**config.mk**
```make
export PLATFORM = sky130hd
export DESIGN_NAME = acc_alu_top
export DESIGN_NICKNAME = d
export VERILOG_FILES = /design/src/rtl/acc_alu_pkg.sv /design/src/rtl/alu_arith.sv /design/src/rtl/alu_logic.sv /design/src/rtl/alu_flag_gen.sv /design/src/rtl/flag_reg.sv /design/src/rtl/acc_alu_top.sv
export SDC_FILE = /design/constraint.sdc
export NUM_CORES = 1
export LEC_CHECK = 0
export BUFFER_PORTS_ARGS = -buffer_cell sky130_fd_sc_hd__buf_2
export CORE_MARGIN = 2
export CORE_UTILIZATION = 50
export CTS_CLUSTER_DIAMETER = 80
export DETAILED_ROUTE_END_ITERATION = 7
export HOLD_SLACK_MARGIN = 0.12
export PLACE_DENSITY = 0.75
export SYNTH_ARGS = -nofsm -noshare
export SYNTH_HDL_FRONTEND = slang
export SYNTH_HIERARCHICAL = 1
export SYNTH_SLANG_ARGS = --single-unit
```
**constraint.sdc**
```tcl
create_clock -name clk_i -period 14.7 [get_ports clk_i]
set_clock_uncertainty 0.15 [all_clocks]
set_input_delay 2.94 -clock clk_i [delete_from_list [all_inputs] [get_ports clk_i]]
set_output_delay 2.94 -clock clk_i [all_outputs]
set_load 0.01 [all_outputs]
```
**src/rtl/acc_alu_pkg.sv**
```systemverilog
package acc_alu_pkg;
  localparam int DW  = 8;
  localparam int NW  = DW / 2;
  localparam int OPW = 5;
  localparam int FW  = 8;

  localparam int F_CY = 0;
  localparam int F_P  = 2;
  localparam int F_AC = 4;
  localparam int F_Z  = 6;
  localparam int F_S  = 7;

  typedef enum logic [OPW-1:0] {
    OP_ADD = 5'h00,
    OP_ADC = 5'h01,
    OP_SUB = 5'h02,
    OP_SBB = 5'h03,
    OP_INC = 5'h04,
    OP_DEC = 5'h05,
    OP_AND = 5'h06,
    OP_OR  = 5'h07,
    OP_XOR = 5'h08,
    OP_CPL = 5'h09,
    OP_CMP = 5'h0A,
    OP_ROL = 5'h0B,
    OP_ROR = 5'h0C,
    OP_RLC = 5'h0D,
    OP_RRC = 5'h0E,
    OP_CMC = 5'h0F,
    OP_STC = 5'h10
  } alu_op_e;

  typedef struct packed {
    logic s;
    logic z;
    logic ac;
    logic p;
    logic cy;
  } flag_sel_t;

  localparam flag_sel_t UPD_NONE = '{s: 1'b0, z: 1'b0, ac: 1'b0, p: 1'b0, cy: 1'b0};
  localparam flag_sel_t UPD_ALL  = '{s: 1'b1, z: 1'b1, ac: 1'b1, p: 1'b1, cy: 1'b1};
  localparam flag_sel_t UPD_NOCY = '{s: 1'b1, z: 1'b1, ac: 1'b1, p: 1'b1, cy: 1'b0};
  localparam flag_sel_t UPD_CY   = '{s: 1'b0, z: 1'b0, ac: 1'b0, p: 1'b0, cy: 1'b1};
endpackage

```
**src/rtl/alu_arith.sv**
```systemverilog
module alu_arith #(
  parameter int W = 8
) (
  input  logic [W-1:0] a_i,
  input  logic [W-1:0] b_i,
  input  logic         cin_i,
  input  logic         sub_i,
  output logic [W-1:0] res_o,
  output logic         cy_o,
  output logic         ac_o
);
  localparam int HW = W / 2;

  logic [HW:0] lo;
  logic [W:0]  full;

  // borrow shows up as the wrapped top bit in subtract mode
  always_comb begin
    if (sub_i) begin
      lo   = {1'b0, a_i[HW-1:0]} - {1'b0, b_i[HW-1:0]} - {{HW{1'b0}}, cin_i};
      full = {1'b0, a_i} - {1'b0, b_i} - {{W{1'b0}}, cin_i};
    end else begin
      lo   = {1'b0, a_i[HW-1:0]} + {1'b0, b_i[HW-1:0]} + {{HW{1'b0}}, cin_i};
      full = {1'b0, a_i} + {1'b0, b_i} + {{W{1'b0}}, cin_i};
    end
  end

  assign res_o = full[W-1:0];
  assign cy_o  = full[W];
  assign ac_o  = lo[HW];
endmodule

```
**src/rtl/alu_logic.sv**
```systemverilog
module alu_logic
  import acc_alu_pkg::*;
#(
  parameter int W = 8
) (
  input  logic [W-1:0] a_i,
  input  logic [W-1:0] b_i,
  input  logic         cy_i,
  input  alu_op_e      op_i,
  output logic [W-1:0] res_o,
  output logic         cy_o
);
  always_comb begin
    res_o = a_i;
    cy_o  = cy_i;
    unique case (op_i)
      OP_AND: res_o = a_i & b_i;
      OP_OR:  res_o = a_i | b_i;
      OP_XOR: res_o = a_i ^ b_i;
      OP_CPL: res_o = ~a_i;
      OP_ROL: begin
        res_o = {a_i[W-2:0], a_i[W-1]};
        cy_o  = a_i[W-1];
      end
      OP_ROR: begin
        res_o = {a_i[0], a_i[W-1:1]};
        cy_o  = a_i[0];
      end
      OP_RLC: begin
        res_o = {a_i[W-2:0], cy_i};
        cy_o  = a_i[W-1];
      end
      OP_RRC: begin
        res_o = {cy_i, a_i[W-1:1]};
        cy_o  = a_i[0];
      end
      default: ;
    endcase
  end
endmodule

```
**src/rtl/alu_flag_gen.sv**
```systemverilog
module alu_flag_gen
  import acc_alu_pkg::*;
#(
  parameter int W = 8
) (
  input  logic [W-1:0]  res_i,
  input  logic          ac_i,
  input  logic          cy_i,
  input  flag_sel_t     upd_i,
  input  logic [FW-1:0] cur_i,
  output logic [FW-1:0] nxt_o
);
  localparam logic [FW-1:0] USED = FW'((1 << F_S) | (1 << F_Z) | (1 << F_AC) | (1 << F_P) | (1 << F_CY));

  logic [FW-1:0] tmp;

  always_comb begin
    tmp = cur_i;
    if (upd_i.s)  tmp[F_S]  = res_i[W-1];
    if (upd_i.z)  tmp[F_Z]  = (res_i == '0);
    if (upd_i.ac) tmp[F_AC] = ac_i;
    if (upd_i.p)  tmp[F_P]  = ~^res_i;
    if (upd_i.cy) tmp[F_CY] = cy_i;
    nxt_o = tmp & USED;
  end
endmodule

```
**src/rtl/flag_reg.sv**
```systemverilog
module flag_reg #(
  parameter int W = 8
) (
  input  logic         clk_i,
  input  logic         rst_ni,
  input  logic         we_i,
  input  logic [W-1:0] d_i,
  output logic [W-1:0] q_o
);
  always_ff @(posedge clk_i or negedge rst_ni) begin
    if (!rst_ni)   q_o <= '0;
    else if (we_i) q_o <= d_i;
  end
endmodule

```
**src/rtl/acc_alu_top.sv**
```systemverilog
module acc_alu_top
  import acc_alu_pkg::*;
(
  input  logic           clk_i,
  input  logic           rst_ni,
  input  logic [DW-1:0]  acc_i,
  input  logic [DW-1:0]  opnd_i,
  input  logic [OPW-1:0] op_i,
  input  logic           flag_we_i,
  output logic [DW-1:0]  result_o,
  output logic           result_we_o,
  output logic [FW-1:0]  flags_o
);
  alu_op_e       op;
  logic          cur_cy;
  logic [DW-1:0] ar_b;
  logic          ar_cin, ar_sub;
  logic [DW-1:0] ar_res, lg_res;
  logic          ar_cy, ar_ac, lg_cy;
  logic          use_arith;
  logic          cy_new, ac_new;
  flag_sel_t     upd;
  logic [FW-1:0] flags_nxt;

  assign op     = alu_op_e'(op_i);
  assign cur_cy = flags_o[F_CY];

  always_comb begin
    ar_b        = opnd_i;
    ar_cin      = 1'b0;
    ar_sub      = 1'b0;
    use_arith   = 1'b0;
    result_we_o = 1'b0;
    upd         = UPD_NONE;
    cy_new      = ar_cy;
    ac_new      = ar_ac;
    unique case (op)
      OP_ADD: begin use_arith = 1'b1; result_we_o = 1'b1; upd = UPD_ALL; end
      OP_ADC: begin use_arith = 1'b1; ar_cin = cur_cy; result_we_o = 1'b1; upd = UPD_ALL; end
      OP_SUB: begin use_arith = 1'b1; ar_sub = 1'b1; result_we_o = 1'b1; upd = UPD_ALL; end
      OP_SBB: begin
        use_arith = 1'b1; ar_sub = 1'b1; ar_cin = cur_cy;
        result_we_o = 1'b1; upd = UPD_ALL;
      end
      OP_INC: begin
        use_arith = 1'b1; ar_b = DW'(1); result_we_o = 1'b1; upd = UPD_NOCY;
      end
      OP_DEC: begin
        use_arith = 1'b1; ar_sub = 1'b1; ar_b = DW'(1);
        result_we_o = 1'b1; upd = UPD_NOCY;
      end
      OP_CMP: begin use_arith = 1'b1; ar_sub = 1'b1; upd = UPD_ALL; end
      OP_AND, OP_OR, OP_XOR: begin
        result_we_o = 1'b1; upd = UPD_ALL; cy_new = 1'b0; ac_new = 1'b0;
      end
      OP_CPL: result_we_o = 1'b1;
      OP_ROL, OP_ROR, OP_RLC, OP_RRC: begin
        result_we_o = 1'b1; upd = UPD_CY; cy_new = lg_cy;
      end
      OP_CMC: begin upd = UPD_CY; cy_new = ~cur_cy; end
      OP_STC: begin upd = UPD_CY; cy_new = 1'b1; end
      default: ;
    endcase
  end

  alu_arith #(.W(DW)) u_arith (
    .a_i   (acc_i),
    .b_i   (ar_b),
    .cin_i (ar_cin),
    .sub_i (ar_sub),
    .res_o (ar_res),
    .cy_o  (ar_cy),
    .ac_o  (ar_ac)
  );

  alu_logic #(.W(DW)) u_logic (
    .a_i   (acc_i),
    .b_i   (opnd_i),
    .cy_i  (cur_cy),
    .op_i  (op),
    .res_o (lg_res),
    .cy_o  (lg_cy)
  );

  assign result_o = use_arith ? ar_res : lg_res;

  alu_flag_gen #(.W(DW)) u_fgen (
    .res_i (result_o),
    .ac_i  (ac_new),
    .cy_i  (cy_new),
    .upd_i (upd),
    .cur_i (flags_o),
    .nxt_o (flags_nxt)
  );

  flag_reg #(.W(FW)) u_freg (
    .clk_i  (clk_i),
    .rst_ni (rst_ni),
    .we_i   (flag_we_i),
    .d_i    (flags_nxt),
    .q_o    (flags_o)
  );
endmodule

```
## After elaboration in Yosys (flattened, before gate mapping)

Index checks and enable logic that the tools add are counted.

| word-level totals | value |
|---|---|
| logic and storage cells | 67 |
| input port bits | 24 |
| register bits | 5 |
| output and inout port bits | 17 |

| operators by class | value |
|---|---|
| reduce and logical (&&, ||, !) cells | 19 |
| bitwise operators | 5 |
| add/sub/neg operators | 8 |
| equal/unequal tests | 17 |
| muxes and demuxes | 13 |

Operators by type and width:

| kind | number |
|---|---|
| $pmux W8 S8 | 1 |
| $eq A5 B4 Y1 const B | 8 |
| $eq A5 B3 Y1 const B | 4 |
| $mux W8 | 2 |
| $pmux W5 S3 | 1 |
| $reduce_or A14 Y1 | 1 |
| $eq A5 B2 Y1 const B | 2 |
| $add A8 B8 Y9 | 1 |
| $add A9 B1 Y9 | 1 |
| $mux W9 | 1 |
| $sub A8 B8 Y9 | 1 |
| $sub A9 B1 Y9 | 1 |
| $and A8 B8 Y8 | 1 |
| $logic_not A8 Y1 | 1 |
| $not A8 Y8 | 1 |
| $or A8 B8 Y8 | 1 |
| $reduce_and A2 Y1 | 4 |
| $reduce_or A2 Y1 | 4 |
| $reduce_or A4 Y1 | 2 |
| $reduce_or A8 Y1 | 1 |
| $reduce_xnor A8 Y1 | 1 |
| $xor A8 B8 Y8 | 1 |
| $reduce_or A7 Y1 | 1 |
| $reduce_or A6 Y1 | 1 |
| 15 further kinds | 19 |

## Longest topological paths before layout

| logic depth | value |
|---|---|
| depth after elaboration | 8 |
| mapped depth | 21 |
| mapped depth without buffers | 20 |

## Modules after synthesis

Netlist, hierarchy kept.

Modules (own cells, without submodules):

| module | area each (um^2) | instances | cells an instance | sequential area each (um^2) |
|---|---|---|---|---|
| alu_arith | 963.4 | 1 | 126 | 0.0 |
| alu_logic | 853.3 | 1 | 119 | 0.0 |
| acc_alu_top | 385.4 | 1 | 56 | 0.0 |
| flag_reg | 331.6 | 1 | 17 | 200.2 |
| alu_flag_gen | 201.4 | 1 | 26 | 0.0 |

## Worst setup path before layout

Ideal clock, no wire load.

| path | value |
|---|---|
| kind | input-to-output |
| from | input port op_i[3] |
| to | output port result_o[7] |
| cell stages on the path | 14 |
| path buffers | 1 |
| required time | 11610 ps |
| data arrival time | 5681 ps |
| slack | 5929 ps |
| cell sequence | clkbuf_1 > inv_1 > nand3_1 > nor2_1 > or2_2 > fa_1 > inv_1 > ha_1 > nand2_1 > a21oi_2 > o41ai_4 > xnor2_1 > a211o_1 > mux2_2 |

| between the ends | value |
|---|---|
| word-level cells in the longest chain between the ends | 7 |
| elaborated cells between the ends (all ways) | 30 |
| classes of those cells | add/sub: 4; eq/ne: 14; mux: 7; reduce/logical: 5 |

Ends and longest elaborated chain:

| what | line | text |
|---|---|---|
| from (decl) | acc_alu_top.sv:8 | `input logic [OPW-1:0] op_i,` |
| $eq A5 B3 Y1 | acc_alu_top.sv:37 | `unique case (op)` |
| $reduce_or A2 Y1 (no line) * | n/a |  |
| $mux W8 * | acc_alu_top.sv:37 |  |
| named net ar_b[0] | acc_alu_top.sv:16 | `logic [DW-1:0] ar_b;` |
| $add A8 B8 Y9 or $sub A8 B8 Y9 (tied branches) | alu_arith.sv:24, alu_arith.sv:21 |  |
| $add A9 B1 Y9 or $sub A9 B1 Y9 (tied branches) | alu_arith.sv:24, alu_arith.sv:21 |  |
| $mux W9 * | alu_arith.sv:19 | `if (sub_i) begin` |
| named net ar_res[7] | acc_alu_top.sv:18 | `logic [DW-1:0] ar_res, lg_res;` |
| $mux W8 * | acc_alu_top.sv:85 | `assign result_o = use_arith ? ar_res : lg_res;` |
| to (decl) | acc_alu_top.sv:10 | `output logic [DW-1:0] result_o,` |

The timed path passes the listed nets; every way through them passes the cells marked *.

## Final worst setup path

| path | value |
|---|---|
| from | input port op_i[1] |
| to | output port result_o[7] |

The elaborated chain is that of the path after synthesis.

==> results.json <==
{
  "status": "finished clean",
  "die_w_um": 77.96,
  "drv_cap": 0,
  "holdBufCountCts": 0,
  "fin_crit_ps": 9251,
  "grt_max_degree": 47,
  "numCtsBuffers": 3,
  "layout_commonest_cell": "inv_1",
  "synth_top_area_cell": "ha_1",
  "p_leak_nw": 1.492,
  "cts_tree": "built",
  "clock_latency_ps": 220,
  "hold_viol_final": 0,
  "fill_cells": 508,
  "antenna_found_initial": 0,
  "power_density_nw_per_um2": 66.71,
  "drt_pass1_iterations": 4,
  "rows": 26,
  "largest_reg_flops": 8,
  "ant_nets": 0,
  "regMostFlops": "u_freg/q_o",
  "syn_area_sq_um": 2735,
  "max_freq_ghz": 0.1081,
  "cts_sinks": 8,
  "layout_common_cells": "inv_1, ha_1, buf_2, nand2_1, nor2b_1",
  "synth_cells": 344,
  "htree_levels": 1,
  "ys_warn_count": 6,
  "hold_path.class": "flip-flop to flip-flop",
  "start_util": 0.5255,
  "core-area_sq_um": 5205,
  "die_h_um": 77.96,
  "top_regs": "u_freg/q_o: 8 flops",
  "slew_viol_final": 0,
  "setup.worst_path.start_class": "input port",
  "grt.overflow.total": 0,
  "final_core_util": 0.5688,
  "ys_ff_latch": 8,
  "clockBufferDepth": 2,
  "synth_xor_area_frac": 0.04803,
  "routed_wl_mm": 6.248,
  "cp.arrival_ps": 6160,
  "dpl_cell_area_sq_um": 2919,
  "layout.nets": 443,
  "multi_input_area_sq_um": 2225,
  "tightest_slew_ps": 664.7,
  "grt_pass1_vias": 2356,
  "n_antenna_cell": 0,
  "finalSetupViolCount": 0,
  "avgViaCountPerCell": 5.595,
  "grt_pass1_wl_mm": 10.65,
  "crit_fanout": 20,
  "cts_setup_buffers": 0,
  "path_class": "input port to output port",
  "netlist_top_cells_area": "ha_1, dfrtp_1, inv_1",
  "drive_above_1_share": 0.2151,
  "synth_top_family_by_area": "simple AND/OR/NAND/NOR gates",
  "synth-simple-area-share": 0.2187,
  "relSlewSlack": 0.5569,
  "layout.area.seq_sq_um": 200.2,
  "setup_tns_ps": 0,
  "port_buffers": 40,
  "peakVddDrop_mv": 0.04291,
  "async_reset_ff_frac": 1.000,
  "vias": 2473,
  "num_io_pins": 41,
  "required_ps": 11610,
  "final_area_sq_um": 2960,
  "wire_per_inst_um": 14.14,
  "synth_cell_type_count": 58,
  "cts.repair.resized": 0,
  "dp_hpwl_mm": 5.053,
  "fin_ws_ps": 5449,
  "dp_slack_ps": 5458,
  "synth_edf_count": 0,
  "post-route-drc-count": 0,
  "grt_util_all_layers": 0.2088,
  "clk_root_buffer_cell": "clkbuf_8",
  "ys.flop_type": "dfrtp_1",
  "rsz0062_at_grt": "false",
  "synth_fa_ha_area_frac": 0.2168,
  "ys_seq_area_frac": 0.07319,
  "avgSynthCellArea_sq_um": 7.951,
  "synth_top_area_frac": 0.1876,
  "synth-compound-area-share": 0.1935,
  "dieArea_sq_um": 6078,
  "drtIter0Drc": 130,
  "synth_mux_area_frac": 0.1322,
  "fin_crit_sh": 0.6293,
  "cp-end-kind": "output port",
  "clkSlewWorstSetupHoldPaths_ps": 40,
  "area_delta_synth_final_pct": 8.234,
  "gp_congestion": 0.9512
}
==> cell type report <==
type / count / share of cell area
well taps: 70 / 0.02959
multi-input cells: 267 / 0.7515
flip-flops and latches: 8 / 0.06762
inverters: 53 / 0.06720
clock buffers: 3 / 0.01395
repair buffers: 41 / 0.07016
==> metal layers <==
metal / track usage / vias up / wire length [um]
met3: 0.009302 / 5 / 316
met2: 0.3707 / 69 / 3035
met1: 0.2815 / 1156 / 2852
met5: 0 / - / 0
li1: - / 1243 / -
met4: 0.04035 / 0 / 44
==> critical path: stages <==
cell and delay (ps):
buf_2 240, inv_1 140, nand3_1 100, nor2_1 420
nor2b_1 140, ha_1 390, inv_1 110, ha_1 360
nand2_1 130, a21oi_2 70, o41ai_4 290, xnor2_1 100
a211o_1 300, mux2_2 290, buf_2 150
==> cells by family after synthesis <==
logic type,count (synthesis)
and+or+nand+nor,105
buffers and inverters,71
AOI/OAI and AO/OA,69
adders and majority gates,45
muxes,30
xor gates and xnor gates,15
DFF,8
other,1
==> per-stage QoR <==
stage | instances | power [mW] | hold slack (ps)
after global routing | 442 | 0.2145 | 381.7
after global placement | 439 | 0.1662 | 337.1
after detailed placement | 439 | 0.1716 | 342.7
final | 442 | 0.1975 | 348.5
after CTS | 442 | 0.1981 | 355.2
after floorplan | 346 | 0.1354 | 401.9
==> cells in the mapped netlist (2+ instances only) <==
library cell	n
a211oi_1	2
buf_4	6
a221o_1	8
nor3_1	7
a211oi_2	2
buf_6	3
ha_1	41
fa_1	4
o21ai_1	7
nor3b_1	2
nand4_1	2
dfrtp_1	8
clkbuf_1	4
and4bb_1	2
xor2_1	3
a21oi_2	2
buf_2	5
nand2_1	32
nand3_1	10
xnor2_1	12
and3_1	3
or2_2	2
o211ai_1	11
nor2_1	8
nand2b_1	3
or3_1	3
a211o_1	2
mux2i_1	8
nor2b_1	21
inv_1	53
o21ai_0	7
o31ai_1	2
mux2_2	12
and3b_2	2
mux2_4	9
a31oi_1	2
a21oi_1	13
==> power by group <==
| part | internal (mW) | switching (mW) |
|---|---|---|
| Combinational | 0.0675 | 0.0700 |
| Clock | 0.0177 | 0.00781 |
| Sequential | 0.0278 | 0.00664 |
| Total | 0.113 | 0.0845 |
==> final timing paths <==
kind	depth (start not counted)	from	slack, ps	endpoint
hold reg to reg	1	u_freg/q_o[1]$_DFFE_PN0P_	350	u_freg/q_o[1]$_DFFE_PN0P_
hold / removal	1	u_freg/q_o[1]$_DFFE_PN0P_	350	u_freg/q_o[1]$_DFFE_PN0P_
max in group asynchronous	1	rst_ni	11850	u_freg/q_o[4]$_DFFE_PN0P_
setup / recovery	15	op_i[1]	5450	result_o[7]
setup reg to reg	16	u_freg/q_o[0]$_DFFE_PN0P_	10450	u_freg/q_o[2]$_DFFE_PN0P_
min in group asynchronous	1	rst_ni	2400	u_freg/q_o[5]$_DFFE_PN0P_
(Power assumes the default switching activity.)
